===== src/rtl/blink_pkg.sv =====
package blink_pkg;
  localparam logic [7:0] CFG_ADDR = 8'h04;

  typedef struct packed {
    logic run;
    logic fast;
    logic blink_en;
  } disp_cfg_t;

  typedef enum logic [1:0] {
    TGT_NONE = 2'b00,
    TGT_P0   = 2'b01,
    TGT_P1   = 2'b10,
    TGT_BOTH = 2'b11
  } plane_tgt_t;
endpackage


===== src/rtl/blink_cfg.sv =====
module blink_cfg
  import blink_pkg::*;
(
  input  logic       clk,
  input  logic       rst,
  input  logic       cfg_wr,
  input  logic [7:0] cfg_data,
  input  logic       cs_rise,
  output disp_cfg_t  cfg,
  output logic       sync_go,
  output logic       clear_go
);
  logic sync_pend, clear_pend;

  assign sync_go  = cs_rise & sync_pend;
  assign clear_go = cs_rise & clear_pend;

  always_ff @(posedge clk) begin
    if (rst) begin
      cfg        <= '0;
      sync_pend  <= 1'b0;
      clear_pend <= 1'b0;
    end else if (cfg_wr) begin
      cfg.run    <= cfg_data[0];
      cfg.fast   <= cfg_data[2];
      cfg.blink_en <= cfg_data[3];
      sync_pend  <= cfg_data[4];
      clear_pend <= cfg_data[5];
    end else if (cs_rise) begin
      sync_pend  <= 1'b0;
      clear_pend <= 1'b0;
    end
  end

  AST_SYNC_ONESHOT: assert property (@(posedge clk) disable iff (rst)
    (sync_go && !cfg_wr) |=> !sync_pend);
  AST_CLEAR_ONESHOT: assert property (@(posedge clk) disable iff (rst)
    (clear_go && !cfg_wr) |=> !clear_pend);
endmodule


===== src/rtl/blink_divider.sv =====
module blink_divider #(
  parameter int SLOW_CYC = 4000000,
  parameter int FAST_CYC = 2000000
) (
  input  logic clk,
  input  logic rst,
  input  logic fast,
  input  logic sync_go,
  output logic phase
);
  localparam int CNTW = $clog2(SLOW_CYC + 1);
  localparam logic [CNTW:0] SLOW_LIM = (CNTW+1)'(SLOW_CYC);
  localparam logic [CNTW:0] FAST_LIM = (CNTW+1)'(FAST_CYC);

  logic [CNTW-1:0] cnt;
  logic [CNTW:0]   lim, nxt;

  assign lim = fast ? FAST_LIM : SLOW_LIM;
  assign nxt = {1'b0, cnt} + 1'b1;

  always_ff @(posedge clk) begin
    if (rst || sync_go) begin
      cnt   <= '0;
      phase <= 1'b0;
    end else if (nxt >= lim) begin
      cnt   <= '0;
      phase <= ~phase;
    end else begin
      cnt   <= cnt + 1'b1;
    end
  end

  AST_CNT_BOUND: assert property (@(posedge clk) disable iff (rst)
    {1'b0, cnt} < SLOW_LIM);
  AST_PHASE_HOLD: assert property (@(posedge clk) disable iff (rst)
    (!sync_go && nxt < lim) |=> $stable(phase));
  AST_SYNC_CLEARS: assert property (@(posedge clk) disable iff (rst)
    sync_go |=> (cnt == '0 && !phase));
endmodule


===== src/rtl/plane_store.sv =====
module plane_store #(
  parameter int DIGITS = 8,
  parameter int SEGW   = 8,
  localparam int IDXW  = $clog2(DIGITS)
) (
  input  logic                 clk,
  input  logic                 rst,
  input  logic [1:0]           wr_plane,
  input  logic [IDXW-1:0]      wr_idx,
  input  logic [SEGW-1:0]      wr_data,
  input  logic                 clear,
  input  logic [IDXW-1:0]      rd_idx,
  output logic [1:0][SEGW-1:0] rd_data,
  output logic [1:0]           rd_vld
);
  for (genvar p = 0; p < 2; p++) begin : g_plane
    logic [SEGW-1:0] mem [DIGITS];
    logic [DIGITS-1:0] vld;

    always_ff @(posedge clk) begin
      if (wr_plane[p]) mem[wr_idx] <= wr_data;
      rd_data[p] <= mem[rd_idx];
    end

    always_ff @(posedge clk) begin
      if (rst) begin
        vld       <= '0;
        rd_vld[p] <= 1'b0;
      end else begin
        rd_vld[p] <= vld[rd_idx];
        if (clear) vld <= '0;
        if (wr_plane[p]) vld[wr_idx] <= 1'b1;
      end
    end

    AST_CLEAR_EMPTIES: assert property (@(posedge clk) disable iff (rst)
      (clear && !wr_plane[p]) |=> (vld == '0));
  end
endmodule


===== src/rtl/blink_plane_ctrl.sv =====
module blink_plane_ctrl
  import blink_pkg::*;
#(
  parameter int DIGITS   = 8,
  parameter int SEGW     = 8,
  parameter int SLOW_CYC = 4000000,
  parameter int FAST_CYC = 2000000,
  localparam int IDXW    = $clog2(DIGITS)
) (
  input  logic            clk,
  input  logic            rst,
  input  logic            wr_en,
  input  logic [7:0]      wr_addr,
  input  logic [7:0]      wr_data,
  input  logic            cs_rise,
  input  logic [IDXW-1:0] digit_idx,
  output logic [SEGW-1:0] seg_out,
  output logic            blink_phase
);
  disp_cfg_t  cfg;
  plane_tgt_t tgt;
  logic       cfg_wr, dig_ok, sync_go, clear_go;
  logic [1:0] wr_plane;
  logic [1:0][SEGW-1:0] rd_data;
  logic [1:0] rd_vld;
  logic       on_q, sel_q;
  logic [SEGW-1:0] pick;

  assign cfg_wr   = wr_en && (wr_addr == CFG_ADDR);
  assign tgt      = plane_tgt_t'(wr_addr[6:5]);
  assign dig_ok   = wr_en && !wr_addr[7] && (int'(wr_addr[4:0]) < DIGITS);
  assign wr_plane = dig_ok ? wr_addr[6:5] : 2'b00;

  blink_cfg u_cfg (
    .clk(clk), .rst(rst), .cfg_wr(cfg_wr), .cfg_data(wr_data),
    .cs_rise(cs_rise), .cfg(cfg), .sync_go(sync_go), .clear_go(clear_go)
  );

  blink_divider #(.SLOW_CYC(SLOW_CYC), .FAST_CYC(FAST_CYC)) u_div (
    .clk(clk), .rst(rst), .fast(cfg.fast), .sync_go(sync_go),
    .phase(blink_phase)
  );

  plane_store #(.DIGITS(DIGITS), .SEGW(SEGW)) u_store (
    .clk(clk), .rst(rst), .wr_plane(wr_plane),
    .wr_idx(wr_addr[IDXW-1:0]), .wr_data(wr_data[SEGW-1:0]),
    .clear(clear_go), .rd_idx(digit_idx),
    .rd_data(rd_data), .rd_vld(rd_vld)
  );

  always_ff @(posedge clk) begin
    if (rst) begin
      on_q  <= 1'b0;
      sel_q <= 1'b0;
    end else begin
      on_q  <= cfg.run;
      sel_q <= cfg.blink_en & blink_phase;
    end
  end

  always_comb begin
    if (sel_q) pick = rd_vld[1] ? rd_data[1] : '0;
    else       pick = rd_vld[0] ? rd_data[0] : '0;
  end

  always_ff @(posedge clk) begin
    if (rst) seg_out <= '0;
    else     seg_out <= on_q ? pick : '0;
  end

  AST_DARK_WHEN_OFF: assert property (@(posedge clk) disable iff (rst)
    !on_q |=> (seg_out == '0));
  AST_NO_P1_WHEN_STEADY: assert property (@(posedge clk) disable iff (rst)
    !cfg.blink_en |=> !sel_q);
  AST_TGT_NONE_IDLE: assert property (@(posedge clk) disable iff (rst)
    (tgt == TGT_NONE) |-> (wr_plane == 2'b00));
endmodule


===== config.mk =====
export PLATFORM = sky130hd
export DESIGN_NAME = blink_plane_ctrl
export DESIGN_NICKNAME = d
export VERILOG_FILES = /design/src/rtl/blink_pkg.sv /design/src/rtl/blink_cfg.sv /design/src/rtl/blink_divider.sv /design/src/rtl/plane_store.sv /design/src/rtl/blink_plane_ctrl.sv
export SDC_FILE = /design/constraint.sdc
export NUM_CORES = 1
export LEC_CHECK = 0
export BUFFER_PORTS_ARGS = -buffer_cell sky130_fd_sc_hd__buf_2
export CORE_UTILIZATION = 30
export CTS_CLUSTER_DIAMETER = 200
export DETAILED_ROUTE_END_ITERATION = 8
export SETUP_SLACK_MARGIN = 0.3
export SKIP_CTS_REPAIR_TIMING = 1
export SLEW_MARGIN = 20
export SYNTH_ARGS = -nofsm -noshare
export SYNTH_HDL_FRONTEND = slang
export SYNTH_SLANG_ARGS = --single-unit

===== constraint.sdc =====
create_clock -name clk -period 3.5 [get_ports clk]
set_input_delay 0.875 -clock clk [delete_from_list [all_inputs] [get_ports clk]]
set_output_delay 0.875 -clock clk [all_outputs]
set_load 0.01 [all_outputs]

==> metrics.md <==
| Metric | Value |
|---|---|
| Unique cell type count in the Yosys netlist | `47` |
| Vias in the first global route | `4622` |
| Routed Wire Length | `16.6 mm` |
| Worst Setup End Kind | `flop` |
| Global route overflow | `0` |
| Pin count of the biggest net entering global routing | `28` |
| Total placed cells including tap cells | `870` |
| Average cell area after synthesis | `15.4 µm²` |
| Share of total power in the clock network | `0.422` |
| Setup_tns | `0 ns` |
| Cell accounting for the most synthesized area | `sky130_fd_sc_hd__edfxtp_1` |
| Reg-to-reg critical path endpoint | `u_div.cnt[4]$_SDFF_PP0_` |
| Commonest non-fill, non-tap cell in the layout | `sky130_fd_sc_hd__edfxtp_1` |
| Die extent in x | `164 µm` |
| Worst-case clock skew | `0.0137 ns` |
| EDFF count, synth | `128` |
| Post-synthesis net count | `542` |
| Commonest non-fill, non-tap cells in the layout | `sky130_fd_sc_hd__edfxtp_1 (128), sky130_fd_sc_hd__dfxtp_1 (68), sky130_fd_sc_hd__nor2_1 (43), sky130_fd_sc_hd__mux4_2 (36), sky130_fd_sc_hd__buf_2 (31)` |
| Number of endpoints with negative hold slack in the final report | `0` |
| Final nets | `592` |
| Remaining max-slew budget at the tightest pin | `0.497` |
| RSZ-0062 raised after global routing | `false` |
| Hold path endpoint | `sel_q$_SDFF_PP0_` |
| P_leak | `0.00310 µW` |
| Cell count after synthesis | `509` |
| Share of cells above drive strength 1 | `0.266` |
| Cell area after synthesis | `0.00785 mm²` |
| Cell internal power dissipation | `3630 µW` |
| Critical R2R Launch | `u_div.cnt[1]$_SDFF_PP0_` |
| Insertion delay of the later-clocked pin in the worst-skew pair | `0.44 ns` |
| Worst Max-Slew Pin Slew | `0.753 ns` |
| Yosys synthesis warning count | `0` |
| Number of cells traversed by the worst hold path | `2` |
| Dominant synthesized flop cell | `sky130_fd_sc_hd__edfxtp_1` |
| Count of buffers inserted at the top-level ports | `31` |
| Level count of the clock H-tree | `4` |
| Post-synth top area share | `0.490` |
| Highest attainable clock frequency | `334 MHz` |
| Share of the clock period used by the worst path after layout | `0.855` |
| Worst min-delay path startpoint | `u_cfg.cfg[0]$_SDFFE_PP0P_` |
| Clk sink count | `200` |
| Finished Core Util | `0.361` |
| Fraction of registers with async set/reset | `0` |
| Worst vdd ir | `0.000300 V` |
| R2r setup slk | `0.51 ns` |
| Overall Global Routing Usage | `0.130` |
| CTS clk-pin slew, worst paths | `0.07 ns` |
| Routed length per placed instance | `18.4 µm` |
| Number of buffers inserted during clock tree synthesis | `17` |
| Sort of element at the start of the critical path | `flop` |
| Mean number of vias per cell | `5.01` |
| Routability cong. | `0.845` |
| Net switching component of the power | `1050 µW` |
| Ratio of total power to cell area | `511 mW/mm²` |
| Standard-cell row count | `58` |
| Power share of the combinational group | `0.036` |
| Antenna Violating Nets Remaining | `0` |
| Min setup slack post-route | `0.507 ns` |
| Switching share of total power | `0.224` |
| Number of endpoints failing setup at the final stage | `0` |
| Post-Layout Cell Count | `903` |
| Synthesis-stage register bit count | `200` |
| Total Die Area | `0.0268 mm²` |
| Growth of design area from synthesis to finish | `16.8%` |
| Number of vias in the routed layout | `4521` |
| Worst R2R Path Depth | `12` |
| Part of the Yosys area used for sequential elements | `0.674` |
| Max clock buf depth | `2` |
| First-pass GRT wire length | `25.9 mm` |
| Min-Delay Path Class | `reg2reg` |
| CTS Root Cell | `sky130_fd_sc_hd__clkbuf_16` |
| Worst slack at placement | `0.305 ns` |
| Largest cells by area after synthesis | `sky130_fd_sc_hd__edfxtp_1 (49%), sky130_fd_sc_hd__dfxtp_1 (18%), sky130_fd_sc_hd__mux4_2 (10%)` |
| Number of DRC markers after the initial detailed-route iteration | `279` |
| Status | `finished, final reports clean` |
| Start-to-end type of the worst setup path | `reg2reg` |
| Placed wire-length estimate | `11.0 mm` |
| Slew Limit Fails | `0` |
| Placeable core region | `0.0254 mm²` |
| Number of iterations in the first detailed-routing pass | `4` |
| Initial Util | `0.309` |
| Min Tclk post-route | `2.99 ns` |
| Initial antenna violation count | `2` |
| Part of the total power dissipated in sequential elements | `0.543` |
| MaxCap Viol Count | `0` |
| Clock tree from TritonCTS | `done` |
| Arrival @ worst endpoint | `3.32 ns` |
| I/O pin count | `32` |
| Die Y | `164 µm` |
| Residual DRC | `0` |
| Maximum fanout count along the critical path | `11` |
| Data required time of the worst path | `3.83 ns` |
cell usage after synthesis, types with 3 or more instances:
master,count
sky130_fd_sc_hd__nand4_1,9
sky130_fd_sc_hd__nor2_1,43
sky130_fd_sc_hd__xnor2_1,13
sky130_fd_sc_hd__xor2_1,7
sky130_fd_sc_hd__nand2b_1,4
sky130_fd_sc_hd__dfxtp_1,72
sky130_fd_sc_hd__ha_1,10
sky130_fd_sc_hd__nor4_1,4
sky130_fd_sc_hd__mux2_2,16
sky130_fd_sc_hd__mux2i_1,5
sky130_fd_sc_hd__nand3b_1,3
sky130_fd_sc_hd__a21oi_1,24
sky130_fd_sc_hd__edfxtp_1,128
sky130_fd_sc_hd__and4_1,4
sky130_fd_sc_hd__nand3_1,11
sky130_fd_sc_hd__clkbuf_1,19
sky130_fd_sc_hd__o21ai_0,3
sky130_fd_sc_hd__and3_1,4
sky130_fd_sc_hd__mux4_2,36
sky130_fd_sc_hd__a22oi_1,7
sky130_fd_sc_hd__inv_1,5
sky130_fd_sc_hd__nand2_1,14
sky130_fd_sc_hd__buf_1,3
sky130_fd_sc_hd__nor2b_1,3
sky130_fd_sc_hd__nor3_1,22
sky130_fd_sc_hd__nor3b_1,10
layout make-up:
type | count | area (µm²)
inverter | 5 | 18.8
multi-input combinational | 278 | 2470
fill | 2407 | 16200
clock buffer | 18 | 429
timing repair buffer | 57 | 363
tap | 330 | 413
clock inverter | 14 | 179
antenna | 1 | 2.50
sequential | 200 | 5290
power by group through the flow:
| stage | Sequential [µW] | Clock (µW) | Combinational, µW |
|---|---|---|---|
| global placement | 2590 | 0 | 161 |
| global route | 2540 | 2110 | 181 |
| finish | 2540 | 1970 | 167 |
| detailed placement | 2590 | 0 | 166 |
| CTS | 2540 | 2010 | 168 |
| floorplan | 2590 | 0 | 101 |
metal layers:
| layer | wire length (µm) | track usage | share of wire |
|---|---|---|---|
| met1 | 7280 | 0.167 | 0.44 |
| met2 | 8110 | 0.215 | 0.49 |
| met5 | 13 | 0 | 0.00078 |
| met4 | 301 | 0.0400 | 0.018 |
| met3 | 873 | 0.0336 | 0.053 |
registers in the layout (all words and copies together), names as in the netlist:
register             cells
u_cfg.clear_pend         1
u_cfg.sync_pend          1
on_q                     1
u_div.cnt               22
u_store.rd_data         16
seg_out                  8
u_store.g_plane.vld     16
u_div.phase              1
u_cfg.cfg                3
sel_q                    1
u_store.g_plane.mem    128
u_store.rd_vld           2
critical path: stages, from the launching register on:
cell                       delay, ns
sky130_fd_sc_hd__dfxtp_1        0.47
sky130_fd_sc_hd__and3_2         0.30
sky130_fd_sc_hd__nand2_1        0.07
sky130_fd_sc_hd__nor2_1         0.12
sky130_fd_sc_hd__xor2_1         0.22
sky130_fd_sc_hd__ha_1           0.29
sky130_fd_sc_hd__a21oi_1        0.27
sky130_fd_sc_hd__nor4b_2        0.28
sky130_fd_sc_hd__o21ai_0        0.19
sky130_fd_sc_hd__o21ai_1        0.19
sky130_fd_sc_hd__a211oi_2       0.09
sky130_fd_sc_hd__buf_4          0.19
sky130_fd_sc_hd__nor3_1         0.20
metrics by stage:
step | total power [µW] | hold slack, ns | cell area, µm²
after global placement | 2750 | 0.450 | 8520
after detailed placement | 2760 | 0.454 | 8520
after global routing | 4840 | 0.486 | 9160
after floorplan | 2690 | 0.419 | 7850
final | 4680 | 0.461 | 9160
after CTS | 4720 | 0.471 | 9130
worst max path at each step:
stage | start | end | slack, ns | cells after the start
final | u_div.cnt[1]$_SDFF_PP0_ | u_div.cnt[4]$_SDFF_PP0_ | 0.51 | 12
after global routing | u_div.cnt[3]$_SDFF_PP0_ | u_div.cnt[6]$_SDFF_PP0_ | 0.30 | 12
after CTS | u_div.cnt[2]$_SDFF_PP0_ | u_div.cnt[5]$_SDFF_PP0_ | 0.28 | 12
after detailed placement | u_div.cnt[2]$_SDFF_PP0_ | u_div.cnt[5]$_SDFF_PP0_ | 0.30 | 12
after global placement | u_div.cnt[0]$_SDFF_PP0_ | u_div.cnt[6]$_SDFF_PP0_ | 0.48 | 12
after floorplan | wr_addr[7] | u_store.g_plane[1].mem[0][0]$_DFFE_PP_ | 0.39 | 3
kinds of logic (layout without fill, tap and decap cells):
group           count (synthesis)  in the layout  synth area share
other cells                     0              1                 0
xor+xnor                       20             20            0.0223
buf+inv                        31             94            0.0171
mux                            57             57             0.133
simple gates                  141            141            0.0973
compound gates                 50             50            0.0411
fa+ha+maj                      10             10            0.0159
flops                         200            200             0.674
(Power assumes the default switching activity.)
